## src/rtl/ser_regs_pkg.sv

```systemverilog
package ser_regs_pkg;

   localparam int REG_W = 8;

   localparam logic [1:0] ADR_DATA = 2'd0;
   localparam logic [1:0] ADR_STAT = 2'd1;
   localparam logic [1:0] ADR_CMD  = 2'd2;
   localparam logic [1:0] ADR_CTRL = 2'd3;

   // status bit positions (host software decodes these)
   localparam int ST_PAR  = 0;
   localparam int ST_FRM  = 1;
   localparam int ST_OVR  = 2;
   localparam int ST_RXF  = 3;
   localparam int ST_TXE  = 4;
   localparam int ST_DCD  = 5;
   localparam int ST_DSR  = 6;
   localparam int ST_IRQ  = 7;

   // command bit positions
   localparam int CM_DTR   = 0;
   localparam int CM_RXIE  = 1;
   localparam int CM_MODE0 = 2;
   localparam int CM_MODE1 = 3;

   typedef enum logic [1:0] {
      TXM_OFF     = 2'b00,
      TXM_RUN     = 2'b01,
      TXM_RUN_IRQ = 2'b10,
      TXM_BREAK   = 2'b11
   } tx_mode_e;

   // interrupt source indices
   localparam int SRC_RX  = 0;
   localparam int SRC_TX  = 1;
   localparam int SRC_DCD = 2;
   localparam int SRC_DSR = 3;
   localparam int N_SRC   = 4;

endpackage

```

## src/rtl/ser_line_sync.sv

```systemverilog
module ser_line_sync #(
   parameter int STAGES = 2
) (
   input  logic clk,
   input  logic rst_n,
   input  logic din,
   output logic level,
   output logic changed
);

   generate
      if (STAGES < 0 || STAGES > 4) begin : g_bad_stages
         $error("ser_line_sync: STAGES must be within 0..4");
      end
   endgenerate

   logic prev_q;

   generate
      if (STAGES == 0) begin : g_direct
         assign level = din;
      end else begin : g_chain
         logic [STAGES-1:0] sh_q;
         always_ff @(posedge clk or negedge rst_n) begin
            if (!rst_n) sh_q <= '0;
            else if (STAGES == 1) sh_q <= din;
            else sh_q <= {sh_q[(STAGES > 1 ? STAGES-2 : 0):0], din};
         end
         assign level = sh_q[STAGES-1];
      end
   endgenerate

   always_ff @(posedge clk or negedge rst_n) begin
      if (!rst_n) prev_q <= 1'b0;
      else prev_q <= level;
   end

   assign changed = (level != prev_q);

   // a reported change is followed by the new level being remembered
   p_change_settles_r11: assert property (@(posedge clk) disable iff (!rst_n)
      changed |=> (prev_q == $past(level)));

endmodule

```

## src/rtl/ser_rx_hold.sv

```systemverilog
module ser_rx_hold #(
   parameter int DATA_W = 8
) (
   input  logic              clk,
   input  logic              rst_n,
   input  logic              enable,
   input  logic              strobe,
   input  logic [DATA_W-1:0] byte_in,
   input  logic              par_in,
   input  logic              frm_in,
   input  logic              take,
   output logic [DATA_W-1:0] data_q,
   output logic              full_q,
   output logic              par_q,
   output logic              frm_q,
   output logic              ovr_q,
   output logic              got_byte
);

   logic arrive;
   logic blocked;

   assign arrive   = strobe && enable;
   assign blocked  = full_q && !take;
   assign got_byte = arrive && !blocked;

   always_ff @(posedge clk or negedge rst_n) begin
      if (!rst_n) begin
         data_q <= '0;
         full_q <= 1'b0;
         par_q  <= 1'b0;
         frm_q  <= 1'b0;
         ovr_q  <= 1'b0;
      end else begin
         if (take) begin
            full_q <= 1'b0;
            ovr_q  <= 1'b0;
         end
         if (arrive) begin
            if (blocked) begin
               ovr_q <= 1'b1;
            end else begin
               data_q <= byte_in;
               full_q <= 1'b1;
               par_q  <= par_in;
               frm_q  <= frm_in;
            end
         end
      end
   end

   // an arrival against an unread byte flags overrun and keeps the byte
   p_overrun_keeps_r5: assert property (@(posedge clk) disable iff (!rst_n)
      (strobe && enable && full_q && !take) |=> (ovr_q && $stable(data_q)));

   // a data read without a new arrival empties the holding register
   p_take_empties_r3: assert property (@(posedge clk) disable iff (!rst_n)
      (take && !(strobe && enable)) |=> !full_q);

   // nothing arrives while the controller is disabled
   p_disabled_ignores_r8: assert property (@(posedge clk) disable iff (!rst_n)
      (!enable && !take) |=> ($stable(full_q) && $stable(data_q)));

endmodule

```

## src/rtl/ser_tx_hold.sv

```systemverilog
module ser_tx_hold #(
   parameter int DATA_W = 8
) (
   input  logic              clk,
   input  logic              rst_n,
   input  logic              load,
   input  logic [DATA_W-1:0] din,
   input  logic              run,
   input  logic              take,
   output logic [DATA_W-1:0] data_q,
   output logic              empty_q,
   output logic              drained
);

   assign drained = take && run && !empty_q && !load;

   always_ff @(posedge clk or negedge rst_n) begin
      if (!rst_n) begin
         data_q  <= '0;
         empty_q <= 1'b1;
      end else if (load) begin
         data_q  <= din;
         empty_q <= 1'b0;
      end else if (drained) begin
         empty_q <= 1'b1;
      end
   end

   // a host write always leaves a byte waiting
   p_load_fills_r6: assert property (@(posedge clk) disable iff (!rst_n)
      load |=> !empty_q);

   // a stopped transmitter cannot drain the holding register
   p_stopped_holds_r8: assert property (@(posedge clk) disable iff (!rst_n)
      (!run && !load) |=> $stable(empty_q));

endmodule

```

## src/rtl/ser_irq_ctl.sv

```systemverilog
module ser_irq_ctl #(
   parameter int N_SRC = 4
) (
   input  logic             clk,
   input  logic             rst_n,
   input  logic [N_SRC-1:0] src_evt,
   input  logic [N_SRC-1:0] src_en,
   input  logic             clear,
   output logic             flag_q
);

   generate
      if (N_SRC < 1) begin : g_bad_src
         $error("ser_irq_ctl: N_SRC must be at least 1");
      end
   endgenerate

   logic any_evt;
   assign any_evt = |(src_evt & src_en);

   always_ff @(posedge clk or negedge rst_n) begin
      if (!rst_n) flag_q <= 1'b0;
      else if (any_evt) flag_q <= 1'b1;
      else if (clear) flag_q <= 1'b0;
   end

   // a status read with no coincident event clears the flag
   p_read_clears_r12: assert property (@(posedge clk) disable iff (!rst_n)
      (clear && !any_evt) |=> !flag_q);

   // an event is never lost to a coincident status read
   p_event_wins_r12: assert property (@(posedge clk) disable iff (!rst_n)
      any_evt |=> flag_q);

   // without an event or a read the flag holds
   p_flag_holds_r12: assert property (@(posedge clk) disable iff (!rst_n)
      (!any_evt && !clear) |=> $stable(flag_q));

endmodule

```

## src/rtl/ser_host_regs.sv

```systemverilog
module ser_host_regs
   import ser_regs_pkg::*;
#(
   parameter int DATA_W      = 8,
   parameter int SYNC_STAGES = 2
) (
   input  logic              clk,
   input  logic              rst_n,
   input  logic [1:0]        reg_addr,
   input  logic              reg_rd,
   input  logic              reg_wr,
   input  logic [7:0]        reg_wdata,
   output logic [7:0]        reg_rdata,
   input  logic [DATA_W-1:0] rx_data_i,
   input  logic              rx_valid_i,
   input  logic              rx_parity_err_i,
   input  logic              rx_frame_err_i,
   output logic              rx_en_o,
   output logic [DATA_W-1:0] tx_data_o,
   output logic              tx_req_o,
   input  logic              tx_take_i,
   output logic              tx_break_o,
   input  logic              dcd_i,
   input  logic              dsr_i,
   output logic              dtr_n_o,
   output logic              rts_n_o,
   output logic              irq_n_o,
   output logic [7:0]        cmd_o,
   output logic [7:0]        ctrl_o
);

   localparam int N_MODEM = 2;

   generate
      if (DATA_W < 5 || DATA_W > REG_W) begin : g_bad_width
         $error("ser_host_regs: DATA_W must be within 5..8");
      end
   endgenerate

   // ---------------- register decode ----------------
   logic rd_data, rd_stat, wr_data, wr_cmd, wr_ctrl;
   assign rd_data = reg_rd && (reg_addr == ADR_DATA);
   assign rd_stat = reg_rd && (reg_addr == ADR_STAT);
   assign wr_data = reg_wr && (reg_addr == ADR_DATA);
   assign wr_cmd  = reg_wr && (reg_addr == ADR_CMD);
   assign wr_ctrl = reg_wr && (reg_addr == ADR_CTRL);

   logic [REG_W-1:0] cmd_q, ctrl_q;

   always_ff @(posedge clk or negedge rst_n) begin
      if (!rst_n) begin
         cmd_q  <= '0;
         ctrl_q <= '0;
      end else begin
         if (wr_cmd)  cmd_q  <= reg_wdata;
         if (wr_ctrl) ctrl_q <= reg_wdata;
      end
   end

   // ---------------- command decode ----------------
   logic     dtr_on;
   logic     rx_irq_on;
   tx_mode_e tx_mode;
   logic     tx_run;

   assign dtr_on    = cmd_q[CM_DTR];
   assign rx_irq_on = cmd_q[CM_RXIE];
   assign tx_mode   = tx_mode_e'(cmd_q[CM_MODE1:CM_MODE0]);
   assign tx_run    = dtr_on && (tx_mode == TXM_RUN || tx_mode == TXM_RUN_IRQ);

   // ---------------- receive side ----------------
   logic [DATA_W-1:0] rx_q;
   logic rx_full, rx_par, rx_frm, rx_ovr, rx_evt;

   ser_rx_hold #(.DATA_W(DATA_W)) u_rx_hold (
      .clk      (clk),
      .rst_n    (rst_n),
      .enable   (dtr_on),
      .strobe   (rx_valid_i),
      .byte_in  (rx_data_i),
      .par_in   (rx_parity_err_i),
      .frm_in   (rx_frame_err_i),
      .take     (rd_data),
      .data_q   (rx_q),
      .full_q   (rx_full),
      .par_q    (rx_par),
      .frm_q    (rx_frm),
      .ovr_q    (rx_ovr),
      .got_byte (rx_evt)
   );

   // ---------------- transmit side ----------------
   logic tx_empty, tx_evt;

   ser_tx_hold #(.DATA_W(DATA_W)) u_tx_hold (
      .clk     (clk),
      .rst_n   (rst_n),
      .load    (wr_data),
      .din     (reg_wdata[DATA_W-1:0]),
      .run     (tx_run),
      .take    (tx_take_i),
      .data_q  (tx_data_o),
      .empty_q (tx_empty),
      .drained (tx_evt)
   );

   // ---------------- modem inputs ----------------
   logic [N_MODEM-1:0] modem_in, modem_lvl, modem_chg;
   assign modem_in = {dsr_i, dcd_i};

   generate
      for (genvar g = 0; g < N_MODEM; g++) begin : g_modem
         ser_line_sync #(.STAGES(SYNC_STAGES)) u_sync (
            .clk     (clk),
            .rst_n   (rst_n),
            .din     (modem_in[g]),
            .level   (modem_lvl[g]),
            .changed (modem_chg[g])
         );
      end
   endgenerate

   // ---------------- interrupt ----------------
   logic [N_SRC-1:0] src_evt, src_en;
   logic             irq_flag;

   always_comb begin
      src_evt          = '0;
      src_en           = '0;
      src_evt[SRC_RX]  = rx_evt;
      src_evt[SRC_TX]  = tx_evt;
      src_evt[SRC_DCD] = modem_chg[0];
      src_evt[SRC_DSR] = modem_chg[1];
      src_en[SRC_RX]   = dtr_on && rx_irq_on;
      src_en[SRC_TX]   = dtr_on && (tx_mode == TXM_RUN_IRQ);
      src_en[SRC_DCD]  = dtr_on;
      src_en[SRC_DSR]  = dtr_on;
   end

   ser_irq_ctl #(.N_SRC(N_SRC)) u_irq (
      .clk     (clk),
      .rst_n   (rst_n),
      .src_evt (src_evt),
      .src_en  (src_en),
      .clear   (rd_stat),
      .flag_q  (irq_flag)
   );

   // ---------------- status and read mux ----------------
   logic [REG_W-1:0] status;

   always_comb begin
      status         = '0;
      status[ST_PAR] = rx_par;
      status[ST_FRM] = rx_frm;
      status[ST_OVR] = rx_ovr;
      status[ST_RXF] = rx_full;
      status[ST_TXE] = tx_empty;
      status[ST_DCD] = modem_lvl[0];
      status[ST_DSR] = modem_lvl[1];
      status[ST_IRQ] = irq_flag;
   end

   always_comb begin
      unique case (reg_addr)
         ADR_DATA: reg_rdata = REG_W'(rx_q);
         ADR_STAT: reg_rdata = status;
         ADR_CMD:  reg_rdata = cmd_q;
         default:  reg_rdata = ctrl_q;
      endcase
   end

   // ---------------- pins ----------------
   assign rx_en_o    = dtr_on;
   assign dtr_n_o    = !dtr_on;
   assign rts_n_o    = (tx_mode == TXM_OFF);
   assign tx_req_o   = tx_run && !tx_empty;
   assign tx_break_o = dtr_on && (tx_mode == TXM_BREAK);
   assign irq_n_o    = !irq_flag;
   assign cmd_o      = cmd_q;
   assign ctrl_o     = ctrl_q;

   // with terminal-ready off an idle interrupt line stays idle
   p_dtr_off_quiet_r8: assert property (@(posedge clk) disable iff (!rst_n)
      (!dtr_on && irq_n_o && !wr_cmd) |=> irq_n_o);

   // the transmitter never requests data while sending break
   p_break_no_req_r7: assert property (@(posedge clk) disable iff (!rst_n)
      tx_break_o |-> !tx_req_o);

endmodule

```

## config.mk

```make
export PLATFORM = sky130hd
export DESIGN_NAME = ser_host_regs
export DESIGN_NICKNAME = d
export VERILOG_FILES = /design/src/rtl/ser_regs_pkg.sv /design/src/rtl/ser_line_sync.sv /design/src/rtl/ser_rx_hold.sv /design/src/rtl/ser_tx_hold.sv /design/src/rtl/ser_irq_ctl.sv /design/src/rtl/ser_host_regs.sv
export SDC_FILE = /design/constraint.sdc
export NUM_CORES = 1
export LEC_CHECK = 0
export BUFFER_PORTS_ARGS = -buffer_cell sky130_fd_sc_hd__buf_2
export CORE_MARGIN = 2
export CORE_UTILIZATION = 53
export DETAILED_ROUTE_END_ITERATION = 8
export GPL_ROUTABILITY_DRIVEN = 0
export GPL_TIMING_DRIVEN = 0
export PLACE_DENSITY = 0.84
export SYNTH_ARGS = -nofsm -noshare
export SYNTH_HDL_FRONTEND = slang
export SYNTH_SLANG_ARGS = --single-unit
```

## constraint.sdc

```tcl
create_clock -name clk -period 2.32 [get_ports clk]
set_clock_uncertainty 0.15 [all_clocks]
set_input_delay 0.464 -clock clk [delete_from_list [all_inputs] [get_ports clk]]
set_output_delay 0.464 -clock clk [all_outputs]
set_load 0.1 [all_outputs]
```

==> flow_metrics.env <==
export IMPL_outcome="finished, final reports clean"
export IMPL_pwr_share_seq_pct=33.5
export IMPL_tightest_slew_ps=930.3
export IMPL_p_comb_share_pct=51.2
export IMPL_cts_sinks=44
export IMPL_die_w_um=63.90
export IMPL_hold_class="input pin to flip-flop"
export IMPL_p_leak_nw=1.146
export IMPL_worstPathArrival_ps=1660
export IMPL_fin_crit_ps=2277
export IMPL_synthCells=120
export IMPL_crit_top_cell="buf_2"
export IMPL_route_detailed_drc=0
export IMPL_met2_usage_pct=38.80
export IMPL_first_pass_iters=2
export IMPL_insertion_delay_ps=350
export IMPL_final_design_area_no_fill_um2=2387
export IMPL_dp_hpwl_mm=2.981
export IMPL_rsz0062_at_grt="false"
export IMPL_pin_count=66
export IMPL_irDropWorstVdd_mv=0.6166
export IMPL_power_mw=3.262
export IMPL_synthToLayoutAreaGrowth_pct=25.53
export IMPL_crit_path_cell_trace="buf_2, buf_4, mux4_2, buf_2"
export IMPL_grt_usage_pct=22.02
export IMPL_drt_iter0_markers=31
export IMPL_cts_buffers=5
export IMPL_design_core_area_um2=3390
export IMPL_setup_viol=0
export IMPL_antenna_found_initial=0
export IMPL_placed_area_um2=2288
export IMPL_ys_types=24
export IMPL_grt_first_pass_wirelength_mm=6.679
export IMPL_postLayoutCoreUtil_pct=70.43
export IMPL_intPower_mw=1.593
export IMPL_grt_pass1_vias=1369
export IMPL_synth_area_per_cell_um2=15.85
export IMPL_cts_tree="built"
export IMPL_gr_total_overflow=0
export IMPL_portBuffers=65
export IMPL_grt_max_degree=45
export IMPL_cts_root_buffer="clkbuf_4"
export IMPL_layout_nets=223
export IMPL_slew_headroom_pct=37.98
export IMPL_use_met1_pct=24.94
export IMPL_critPathRequiredTime_ps=1710
export IMPL_slowest_delay_ps=530
export IMPL_met3_usage_pct=7.570
export IMPL_critical_path_class="input pin to primary output"
export IMPL_p_per_area_nw_per_um2=1366
export IMPL_route_vias_total=1253
export IMPL_endpoint_kind="primary output"
export IMPL_clk_pin_slew_ps=120
export IMPL_synth_seq_area_share_pct=57.96
export IMPL_maxCapViolCount=0
export IMPL_routed_wl_mm=4.025
export IMPL_die_area_um2=4083
export IMPL_ys_warn_count=0
export IMPL_critical_path_slowest_cell="mux4_2"
export IMPL_detail_route_antenna_nets=0
export IMPL_ctsLongestPathBuffers=2
export IMPL_die_y_um=63.90
export IMPL_period_share_pct=98.16
export IMPL_viasPerCell=5.243
export IMPL_synth_ff_latch_count=44
export IMPL_top_usage_layer="met2"
export IMPL_avgRoutedWirePerCell_um=16.84
export IMPL_swShare_pct=51.17
export IMPL_initial_core_util_pct=56.11
export IMPL_hold_viol=0
export IMPL_clockPowerShare_pct=15.3
export IMPL_synthesis_nets=151
export IMPL_netlist_area_um2=1902
export IMPL_cp_start_kind="input pin"
export IMPL_drive_gt1_share_pct=65.28
export IMPL_post_cts_buffers=0
export IMPL_htree_levels=2
export IMPL_slew_viol_final=0
export IMPL_antenna_cells=0
export IMPL_path_max_fanout=10
export IMPL_cts_hold_buf=0
export IMPL_finalSetupTns_ps=0
export IMPL_rows=21
export IMPL_max_freq_mhz=439.1
export IMPL_p_sw_mw=1.669
==> synth_stat cells <==
cell | n | area (um^2)
xnor2_1 | 2 | 17.52
a21oi_2 | 1 | 8.760
nand4b_1 | 1 | 8.760
nand2_1 | 4 | 15.01
o32ai_1 | 1 | 8.760
dfrtp_1 | 43 | 1076
and3_1 | 2 | 12.51
nand3_1 | 1 | 5.000
and2_1 | 1 | 6.260
a21oi_1 | 2 | 10.01
inv_1 | 5 | 18.77
buf_6 | 1 | 11.26
o21a_1 | 1 | 7.510
buf_2 | 2 | 10.01
nand3b_1 | 1 | 7.510
or3b_4 | 1 | 11.26
nor3b_1 | 1 | 7.510
mux4_2 | 8 | 180.2
ha_1 | 3 | 37.54
dfstp_2 | 1 | 26.28
a211o_1 | 1 | 8.760
and3b_1 | 1 | 8.760
buf_4 | 2 | 15.01
mux2_2 | 34 | 382.9
==> path summary, 6_finish.rpt <==
check,start,to,slack [ps],depth (start not counted)
max,reg_addr[0],reg_rdata[1],40,4
min,dcd_i,g_modem[0].u_sync.g_chain.sh_q[0],60,1
max reg2reg,cmd_o[3],u_irq.flag_q,740,5
min reg2reg,g_modem[0].u_sync.g_chain.sh_q[0],g_modem[0].u_sync.g_chain.sh_q[1],210,0
max in group asynchronous,rst_n,cmd_o[0],1310,1
min in group asynchronous,rst_n,u_rx_hold.data_q[1],80,1
==> power groups by stage <==
stage | sequential (mW) | combinational, mW | clock (mW)
3_5_place_dp | 1.11 | 1.67 | 0
2_1_floorplan | 1.66 | 0.856 | 0
3_3_place_gp | 1.09 | 1.64 | 0
5_1_grt | 1.12 | 1.73 | 0.551
4_1_cts | 1.09 | 1.67 | 0.517
6_report | 1.09 | 1.67 | 0.498
==> timing repair <==
action                     CTS  global route
setup endpoints to repair    1             2
gates cloned                 0             0
resized for setup            1             2
pin swaps                    0             0
==> placed cells by master (no fill, tap or decap) <==
cell	netlist	final
clkbuf_4	0	6
nand3b_1	1	1
nand3_1	1	1
mux4_2	8	8
buf_2	2	65
o32ai_1	1	1
buf_4	2	2
mux2_2	34	34
bufinv_16	0	1
o21a_1	1	1
dfstp_2	1	1
a21oi_2	1	1
nand2_1	4	4
and3_2	0	1
and3_1	2	1
nand4b_1	1	1
dfrtp_2	0	1
a211o_1	1	1
clkbuf_8	0	1
inv_1	5	5
nor3b_1	1	1
ha_1	3	3
clkinv_4	0	1
xnor2_1	2	2
or3b_4	1	1
and2_2	0	1
a21oi_1	2	2
and3b_1	1	1
buf_6	1	2
dfrtp_1	43	42
==> cell type report <==
class / count / area, um^2
buffer: 5 / 36.28
clock buffer: 6 / 51.30
clock inverter: 2 / 38.79
fill: 241 / 1002
inverter: 5 / 18.77
multi-input combinational: 66 / 747.0
sequential: 44 / 1104
tap: 46 / 57.56
timing repair buffer: 65 / 334.1
==> cell families (layout without fill, tap and decap cells) <==
logic type	after synthesis	count (layout)	synth area share (%)
XOR/XNOR	2	2	0.9212
AND/OR/NAND/NOR	13	13	4.342
adder cells (fa/ha/maj)	3	3	1.974
AO/OA/AOI/OAI	6	6	2.303
flip-flops	44	44	57.96
multiplexers	42	42	29.61
buffers and inverters	10	83	2.895
==> state kept, by name, summed over array words and instances (netlist names) <==
register and flops:
cmd_o 8, ctrl_o 8, g_modem.u_sync.g_chain.sh_q 4, g_modem.u_sync.prev_q 2, u_irq.flag_q 1, u_rx_hold.data_q 8, u_rx_hold.frm_q 1, u_rx_hold.full_q 1
u_rx_hold.ovr_q 1, u_rx_hold.par_q 1, u_tx_hold.data_q 8, u_tx_hold.empty_q 1
==> routing by layer <==
layer	share of wire [%]	wire, um	up-vias
li1	-	-	581
met1	40	1606	612
met2	50	2011	49
met3	8.1	325	11
met4	2.0	82	0
met5	0	0	-
==> critical path: cells and delay by family <==
family | cells | cell delay [ps]
buffers and inverters | 3 | 660
multiplexers | 1 | 530
==> stage by stage <==
stage / setup slack [ps] / instances / hold WS, ps
after detailed placement: 43.48 / 231 / 184.7
after global placement: 71.26 / 231 / 184.3
final: 42.79 / 239 / 58.32
after CTS: 42.41 / 239 / 37.57
after global routing: 0.1155 / 239 / 30.36
after floorplan: -203.2 / 120 / 18.41
Note: power is estimated with default switching activity, not from simulation.
